===== src/rtl/qsf_pkg.sv =====
// Shared opcodes, phase type and decode helpers for the quad-nibble front end.
package qsf_pkg;

    localparam logic [7:0] OP_SECT_ERASE  = 8'h20;
    localparam logic [7:0] OP_BLOCK_ERASE = 8'hD8;
    localparam logic [7:0] OP_PAGE_PROG   = 8'h02;
    localparam logic [7:0] OP_CHIP_ERASE  = 8'hC7;
    localparam logic [7:0] OP_IDENT_READ  = 8'hAF;

    typedef enum logic [2:0] {
        PH_CMD,
        PH_ADDR,
        PH_DATA,
        PH_IDENT,
        PH_SKIP
    } phase_e;

    // True when the opcode is followed by address cycles.
    function automatic logic takes_addr(input logic [7:0] op);
        return (op == OP_SECT_ERASE) || (op == OP_BLOCK_ERASE) || (op == OP_PAGE_PROG);
    endfunction

    // True for every opcode this front end recognises.
    function automatic logic is_known(input logic [7:0] op);
        return takes_addr(op) || (op == OP_CHIP_ERASE) || (op == OP_IDENT_READ);
    endfunction

endpackage


===== src/rtl/qsf_sck_edge.sv =====
// Finds rising and falling edges of the sampled serial clock.
// Assumes sck is already synchronous to clk and held for at least one clk per level.
module qsf_sck_edge (
    input  logic clk,
    input  logic rst_n,
    input  logic sck,
    output logic rise,
    output logic fall
);
    logic sck_q;

    // Remember the previous serial clock sample.
    always_ff @(posedge clk) begin
        if (!rst_n) sck_q <= 1'b0;
        else        sck_q <= sck;
    end

    assign rise = sck & ~sck_q;
    assign fall = ~sck & sck_q;

endmodule


===== src/rtl/qsf_nibble_pair.sv =====
// Pairs incoming nibbles into bytes, first nibble in the upper half.
// Assumes clear is held whenever the link is deselected.
module qsf_nibble_pair #(
    parameter int NIB_W = 4
) (
    input  logic               clk,
    input  logic               rst_n,
    input  logic               clear,
    input  logic               take,
    input  logic [NIB_W-1:0]   nib,
    output logic               byte_done,
    output logic [2*NIB_W-1:0] byte_val
);
    logic             half;
    logic [NIB_W-1:0] hi_q;

    // Hold the upper nibble and track which half is next.
    always_ff @(posedge clk) begin
        if (!rst_n || clear) begin
            half <= 1'b0;
            hi_q <= '0;
        end else if (take) begin
            half <= ~half;
            if (!half) hi_q <= nib;
        end
    end

    assign byte_done = take & half;
    assign byte_val  = {hi_q, nib};

    // A byte can only complete when the upper half was already taken.
    p_pair_order_r6: assert property (@(posedge clk) disable iff (!rst_n)
        byte_done |-> $past(half) || $past(take));

endmodule


===== src/rtl/qsf_id_driver.sv =====
// Steps through the identity nibbles, wrapping around after the last one.
// Assumes step arrives on falling serial-clock edges during the identity phase.
module qsf_id_driver #(
    parameter int ID_BYTES = 3,
    parameter logic [8*ID_BYTES-1:0] ID_WORD = 24'hBF2641
) (
    input  logic       clk,
    input  logic       rst_n,
    input  logic       clear,
    input  logic       step,
    output logic [3:0] nib
);
    localparam int NIBS  = 2 * ID_BYTES;
    localparam int IDX_W = $clog2(NIBS);
    localparam int TAB_N = 2 ** IDX_W;
    localparam logic [IDX_W-1:0] LAST = IDX_W'(NIBS - 1);

    logic [IDX_W-1:0] idx;
    logic [3:0]       tab [TAB_N];

    // Split the identity word into nibbles, most significant first.
    for (genvar g = 0; g < TAB_N; g++) begin : g_tab
        if (g < NIBS) begin : g_used
            assign tab[g] = ID_WORD[4*(NIBS-1-g) +: 4];
        end else begin : g_pad
            assign tab[g] = 4'h0;
        end
    end

    // Load the next nibble on each step and wrap the index.
    always_ff @(posedge clk) begin
        if (!rst_n || clear) begin
            idx <= '0;
            nib <= 4'h0;
        end else if (step) begin
            nib <= tab[idx];
            idx <= (idx == LAST) ? '0 : idx + 1'b1;
        end
    end

    p_idx_range_r7: assert property (@(posedge clk) disable iff (!rst_n)
        idx <= LAST);

endmodule


===== src/rtl/qsf_front_end.sv =====
// Device-side quad-nibble command front end: decodes opcode, address and
// program data, and drives the identity readout.
// Assumes the serial pins are synchronous to clk, with clk several times faster than sck.
module qsf_front_end
    import qsf_pkg::*;
#(
    parameter int ADDR_W = 24,
    parameter logic [7:0] MFR_ID  = 8'hBF,
    parameter logic [7:0] TYPE_ID = 8'h26,
    parameter logic [7:0] DEV_ID  = 8'h41
) (
    input  logic              clk,
    input  logic              rst_n,
    input  logic              sck,
    input  logic              cs_n,
    input  logic [3:0]        sio_in,
    output logic [3:0]        sio_out,
    output logic              sio_oe,
    output logic              cmd_valid,
    output logic [7:0]        cmd_op,
    output logic              addr_valid,
    output logic [ADDR_W-1:0] addr,
    output logic              data_valid,
    output logic [7:0]        data
);
    localparam int ADDR_BYTES = ADDR_W / 8;
    localparam int CNT_W      = $clog2(ADDR_BYTES + 1);
    localparam logic [CNT_W-1:0] LAST_AB = CNT_W'(ADDR_BYTES - 1);

    logic             rise, fall;
    logic             byte_done;
    logic [7:0]       byte_val;
    phase_e           phase;
    logic [CNT_W-1:0] addr_cnt;
    logic             id_step;

    qsf_sck_edge u_edge (
        .clk   (clk),
        .rst_n (rst_n),
        .sck   (sck),
        .rise  (rise),
        .fall  (fall)
    );

    qsf_nibble_pair #(.NIB_W(4)) u_pair (
        .clk       (clk),
        .rst_n     (rst_n),
        .clear     (cs_n),
        .take      (rise & ~cs_n),
        .nib       (sio_in),
        .byte_done (byte_done),
        .byte_val  (byte_val)
    );

    assign id_step = fall & ~cs_n & (phase == PH_IDENT);

    qsf_id_driver #(.ID_BYTES(3), .ID_WORD({MFR_ID, TYPE_ID, DEV_ID})) u_id (
        .clk   (clk),
        .rst_n (rst_n),
        .clear (cs_n),
        .step  (id_step),
        .nib   (sio_out)
    );

    // Transaction sequencer: phase, address shifting and core strobes.
    always_ff @(posedge clk) begin
        if (!rst_n || cs_n) begin
            phase      <= PH_CMD;
            addr_cnt   <= '0;
            addr       <= '0;
            cmd_valid  <= 1'b0;
            addr_valid <= 1'b0;
            data_valid <= 1'b0;
        end else begin
            cmd_valid  <= 1'b0;
            addr_valid <= 1'b0;
            data_valid <= 1'b0;
            if (byte_done) begin
                unique case (phase)
                    PH_CMD: begin
                        if (is_known(byte_val)) begin
                            cmd_valid <= 1'b1;
                            if (takes_addr(byte_val))          phase <= PH_ADDR;
                            else if (byte_val == OP_IDENT_READ) phase <= PH_IDENT;
                            else                               phase <= PH_SKIP;
                        end else begin
                            phase <= PH_SKIP;
                        end
                    end
                    PH_ADDR: begin
                        addr <= {addr[ADDR_W-9:0], byte_val};
                        if (addr_cnt == LAST_AB) begin
                            addr_valid <= 1'b1;
                            phase <= (cmd_op == OP_PAGE_PROG) ? PH_DATA : PH_SKIP;
                        end else begin
                            addr_cnt <= addr_cnt + 1'b1;
                        end
                    end
                    PH_DATA: data_valid <= 1'b1;
                    default: ;
                endcase
            end
        end
    end

    // Capture the recognised opcode and each program byte for the core.
    always_ff @(posedge clk) begin
        if (!rst_n) begin
            cmd_op <= 8'h00;
            data   <= 8'h00;
        end else if (!cs_n && byte_done) begin
            if (phase == PH_CMD && is_known(byte_val)) cmd_op <= byte_val;
            if (phase == PH_DATA)                      data   <= byte_val;
        end
    end

    // Drive the data pins only in the identity phase; drop at once on deselect.
    assign sio_oe = (phase == PH_IDENT) & ~cs_n;

    p_one_strobe_r2: assert property (@(posedge clk) disable iff (!rst_n)
        $onehot0({cmd_valid, addr_valid, data_valid}));
    p_cmd_single_r2: assert property (@(posedge clk) disable iff (!rst_n)
        cmd_valid |=> !cmd_valid);
    p_addr_single_r3: assert property (@(posedge clk) disable iff (!rst_n)
        addr_valid |=> !addr_valid);
    p_data_prog_only_r5: assert property (@(posedge clk) disable iff (!rst_n)
        data_valid |-> cmd_op == OP_PAGE_PROG);
    p_oe_after_ident_r7: assert property (@(posedge clk) disable iff (!rst_n)
        $rose(sio_oe) |-> cmd_valid && cmd_op == OP_IDENT_READ);
    p_quiet_deselected_r11: assert property (@(posedge clk) disable iff (!rst_n)
        cs_n |=> !cmd_valid && !addr_valid && !data_valid);

endmodule


===== config.mk =====
export PLATFORM = sky130hd
export DESIGN_NAME = qsf_front_end
export DESIGN_NICKNAME = d
export VERILOG_FILES = /design/src/rtl/qsf_pkg.sv /design/src/rtl/qsf_sck_edge.sv /design/src/rtl/qsf_nibble_pair.sv /design/src/rtl/qsf_id_driver.sv /design/src/rtl/qsf_front_end.sv
export SDC_FILE = /design/constraint.sdc
export NUM_CORES = 1
export LEC_CHECK = 0
export CAP_MARGIN = 20
export CORE_UTILIZATION = 53
export CTS_CLUSTER_DIAMETER = 60
export DETAILED_ROUTE_END_ITERATION = 8
export GPL_ROUTABILITY_DRIVEN = 0
export PLACE_DENSITY = 0.84
export SETUP_SLACK_MARGIN = 0.3
export SLEW_MARGIN = 0
export SYNTH_ARGS = -nofsm -noshare
export SYNTH_HDL_FRONTEND = slang
export SYNTH_SLANG_ARGS = --single-unit

===== constraint.sdc =====
create_clock -name clk -period 2.75 [get_ports clk]
set_input_delay 0.4125 -clock clk [delete_from_list [all_inputs] [get_ports clk]]
set_output_delay 0.4125 -clock clk [all_outputs]
set_load 0.02 [all_outputs]

Yosys cells after proc, flatten, opt, wreduce, memory -nomap -nowiden
Memories as Yosys holds them, arrays and structs flattened. A register that Yosys moved wholly into a read port is not among the register bits.
Cells that the tools add are included.
Operators by class
  add/sub/neg operators: 2
  multiply operators: 0
  divide/modulo/power cells: 0
  magnitude comparators: 0
  equal/unequal tests: 12
  shift operators: 0
  mux-type cells: 10
  bitwise logic cells: 16
  reductions and logical operators: 20
Operators by type and width (number)
  8-bit == test (second input constant): 3
  3-bit 2-to-1 mux: 6
  8-bit by 2-bit == test with 1-bit output (second input constant): 2
  8-bit by 6-bit == test with 1-bit output (second input constant): 1
  1-bit inverter: 8
  2-bit AND reduction: 4
  1-bit AND: 7
  3-bit by 2-bit == test with 1-bit output (second input constant): 2
  3-bit case mux with 2 select lines: 1
  3-bit AND reduction: 2
  3-bit OR reduction: 2
  1-bit logical OR: 5
  3-bit inverter with 4-bit output: 1
  3-bit by 1-bit adder with 3-bit output (second input constant): 1
  3-bit by 1-bit == test with 1-bit output (second input constant): 1
  3-bit == test (second input constant): 1
  3-bit zero test: 1
  1-bit 2-to-1 mux: 3
  2-bit by 1-bit adder with 2-bit output (second input constant): 1
  2-bit == test (second input constant): 1
  1-bit logical AND: 2
  1-bit zero test: 2
  2-bit inequality test (second input constant): 1
  2-bit nonzero test: 1
  2-bit OR reduction: 1
Word-level totals
  register bits after elaboration: 57
  latch bits: 0
  memory bits (writable): 0
  bits in read-only memories: 32
  input port bits: 8
  memories: 1
Memories
  (name not given): depth 8, bits a word 4, rd ports 1, clocked after memory_dff 1, wr ports 0, RTL line qsf_id_driver.sv:36  | nib <= tab[idx];

Longest topological paths before layout
  word-level depth: 7
  gate-level depth with buffers: 7

Modules after synthesis
Synthesis repeated with hierarchy kept, for this count alone.
Second synthesis, totals
  cells, all modules: 284
  area total of the unflattened synthesis: 2464.9 µm²
Modules (own cells, without submodules)
  qsf_front_end: times used 1, cells an instance 225, area each 1896.8 µm², seq. area each 960.9 µm²
  qsf_id_driver: times used 1, cells an instance 32, area each 306.5 µm², seq. area each 140.1 µm²
  qsf_nibble_pair: times used 1, cells an instance 23, area each 222.7 µm², seq. area each 100.1 µm²
  qsf_sck_edge: times used 1, cells an instance 4, area each 38.8 µm², seq. area each 20.0 µm²

Least setup slack after synthesis
No wires, ideal clock.
  path type: input -> register
  from: input port cs_n
  to: register u_id.idx[2]
  arrival time: 1.666 ns
  required time: 2.679 ns
  path slack: 1.014 ns
  stages: 5
  path buffers: 0
  cells stage by stage: and4bb_2 > nand3b_4 > or2_4 > or3b_1 > a21oi_1
On the way
  cells in the longest elaborated chain, start to end: 3
  elaborated cells on any way between the ends: 4
  those cells by class: 3 x bitwise; 1 x reduce/logical
RTL lines
  start, declared: RTL line qsf_front_end.sv:15  | input logic cs_n,
  1-bit inverter: RTL line qsf_front_end.sv:55  | assign id_step = fall & ~cs_n & (phase == PH_IDENT);
  1-bit AND (2 in a row): RTL line qsf_front_end.sv:55
  end signal, assigned: RTL line qsf_id_driver.sv:37  | idx <= (idx == LAST) ? '0 : idx + 1'b1;
  end, declared: RTL line qsf_id_driver.sv:18  | logic [IDX_W-1:0] idx;
Parallel ways exist; a longest one is shown, timed or not.
A chain may end at the register's enable or synchronous reset.

Worst setup path in the final report
  from: input port cs_n
  to: output port sio_oe
On the way
  cells in the longest elaborated chain, start to end: 2
RTL lines
  1-bit inverter: RTL line qsf_front_end.sv:118  | assign sio_oe = (phase == PH_IDENT) & ~cs_n;
  1-bit AND: RTL line qsf_front_end.sv:118
  end, declared: RTL line qsf_front_end.sv:18  | output logic sio_oe,
No other way between the ends.

==> results.cfg <==
[status]
status = finished, final reports clean

[critical_path]
cp_top_family = buffers and inverters
critPathSlowestCell = clkdlybuf4s50_1
rrSetupSlack_ns = 0.93
r2r-end = cmd_op[2]$_SDFFE_PN0P_
required_ns = 2.34
path_class = in -> out
r2r-start = phase[0]$_SDFFE_PP0P_
startpoint_type = primary input
path_buf_inv = 2
end_kind = primary output
cp_max_fo = 6
path_cells = clkdlybuf4s50_1 -> and4bb_2 -> clkdlybuf4s50_1
critical_path_arrival_ns = 1.90
cp_slowest_stage_delay_ns = 0.61
reg2regPathDepth = 5
crit_top_cell = clkdlybuf4s50_1

[logic_synthesis]
ys_types = 41
syn_avg_cell_area_um2 = 8.63
synth_edf_count = 0
ys.warnings.count = 0
ys_seq_elements = 61
synth.net_count = 288
yosysSeqAreaShare_pct = 50.7
synth_ff_type = dfxtp_1
syn-cell-area_um2 = 2410
synthCells = 279
synthArstFlopShare_pct = 0

[layout]
layout.nets = 346
n_antenna_cell = 0
syn_to_final_growth_pct = 34.3
final_core_util_pct = 74.3
drive_gt1_share_pct = 9.36

[die]
die-area_um2 = 4820
start_util_pct = 55.3
core_area_um2 = 4350
dieHeight_um = 69.4
pin_count = 56
rows = 24
fp.dieW_um = 69.4

[timing]
setup_violations = 0
fin_hold_ws_ns = 0.458
slew_violations = 0
layout_min_cycle_time_ns = 2.31
max_freq_mhz = 433
relSlewSlack_pct = 55.9
fin_tns_setup_ns = 0
rsz0062_at_grt = no
period_share_pct = 84.0
hold_viol = 0
worst_pin_slew_ns = 0.660
fin_ws_ns = 0.439
clock_skew_ns = 0.00817

[min_path]
hold_start = addr[20]$_SDFFE_PP0N_
holdPathEnd = addr[20]$_SDFFE_PP0N_
hold_path_class = reg -> reg
hold_depth = 2

[global_route]
grt_antenna_before_repair = 0
grt_max_degree = 26
grt_pass1_wl_mm = 8.79
grt-ovfl-total = 0
grt.total_usage_pct = 23.2
grt_pass1_vias = 1927

[clock_network]
clkSlewWorstSetupHoldPaths_ns = 0.07
postCtsSetupBuffers = 0
cts_resized = 0
clk_latency_ns = 0.35
numCtsBuffers = 9
clock-sinks = 61
ctsHtreeMaxLevel = 3
postCtsHoldBufs = 0
cts_tree = yes
cts_root_buf = clkbuf_8
ctsLongestPathBuffers = 2

[placed_design]
hpwl_mm = 3.52
dp_worst_setup_slack_ns = 0.446
io_buffers = 55

[detailed_routing]
drtIter0Drc = 110
routed_wirelength_mm = 5.28
first_pass_iters = 4
vias_per_cell = 5.39
postRouteAntennaNets = 0
wl_per_cell_um = 13.4
vias = 2122
drc = 0

[run]
cap_violations = 0

[power_and_ir_drop]
p_leak_nw = 1.17
power_mw = 1.84
p_per_area_nw_per_um2 = 569
irDropWorstVdd_uv = 428
==> synth_stat cells, types with 2 or more instances <==
| cell type | n | area [um2] |
|---|---|---|
| dfxtp_1 | 61 | 1220 |
| nand2_1 | 54 | 203 |
| a21oi_1 | 39 | 195 |
| nor2_1 | 31 | 116 |
| mux2i_1 | 14 | 140 |
| clkbuf_1 | 12 | 45.0 |
| nand3_1 | 11 | 55.1 |
| o21ai_1 | 7 | 35.0 |
| inv_1 | 5 | 18.8 |
| a211oi_1 | 3 | 22.5 |
| nand4b_1 | 3 | 26.3 |
| nor3_1 | 3 | 15.0 |
| xnor2_1 | 3 | 26.3 |
| buf_2 | 2 | 10.0 |
| nand2b_1 | 2 | 12.5 |
| nor3b_1 | 2 | 15.0 |
| nor4_1 | 2 | 12.5 |
| nor4b_1 | 2 | 17.5 |
==> flip-flops by register name (all words and copies together), names as in the netlist <==
| signal | flops |
|---|---|
| u_pair.half | 1 |
| addr_cnt | 2 |
| phase | 3 |
| data_valid | 1 |
| u_id.nib | 4 |
| addr_valid | 1 |
| data | 8 |
| u_edge.sck_q | 1 |
| cmd_valid | 1 |
| u_pair.hi_q | 4 |
| cmd_op | 8 |
| addr | 24 |
| u_id.idx | 3 |
==> per-stage QoR <==
stage / cells / cell area (um2)
6_report: 394 / 3240
5_1_grt: 394 / 3240
4_1_cts: 394 / 3240
3_5_place_dp: 378 / 3010
3_3_place_gp: 378 / 3010
2_1_floorplan: 279 / 2410
==> cell families (layout without fill, tap and decap cells) <==
group                      after synthesis  count (layout)  share of synthesized area (%)
AOI/OAI and AO/OA                       53              53                           11.8
xor gates and xnor gates                 4               4                           1.45
adders and majority gates                1               1                          0.519
buffers and inverters                   21              84                           3.69
DFF                                     61              61                           50.7
muxes                                   14              14                           5.82
and+or+nand+nor                        125             125                           26.0
==> placed cells by master, fill, tap and decap left out, drive strengths merged, types with 3 or more instances in the layout <==
cell / n
inv: 6
clkdlybuf4s50: 55
o21ai: 9
xnor2: 3
mux2i: 14
nand3: 11
nor2: 31
nor3: 5
clkbuf: 9
buf: 8
a21oi: 39
nand4b: 3
nand2: 54
a211oi: 3
dfxtp: 61
==> power breakdown <==
group	internal [mW]	switching (mW)	leakage (nW)
registers	0.886	0.00439	0.492
clock network	0.512	0.378	0.106
logic	0.0248	0.0348	0.574
==> worst min-delay path: stages, from the launching register on <==
cell and delay [ns]:
dfxtp_1 0.31, nand2_1 0.05, a21oi_1 0.05
==> final cells by class <==
| class | instances | area, um2 |
|---|---|---|
| clock buffers | 9 | 124 |
| clock inverters | 7 | 97.6 |
| fillers | 335 | 1120 |
| inverters | 5 | 18.8 |
| multi-input cells | 197 | 1100 |
| flip-flops and latches | 61 | 1220 |
| well taps | 52 | 65.1 |
| repair buffers | 63 | 611 |
==> worst max path at each step <==
stage	endpoint	startpoint	cells after the start
global placement	sio_oe	cs_n	3
detailed placement	cmd_op[2]$_SDFFE_PN0P_	cs_n	6
global route	sio_oe	cs_n	3
finish	sio_oe	cs_n	3
floorplan	u_id.idx[2]$_SDFFE_PP0P_	cs_n	5
CTS	sio_oe	cs_n	3
==> routing by layer <==
metal	GRT usage [%]	up-vias	share of wire (%)
li1	-	1070	-
met1	28.6	1000	47
met2	36.5	42	47
met3	5.81	10	3.4
met4	14.1	0	2.5
met5	0	-	0
No activity file was read; power rests on OpenSTA's default activity.
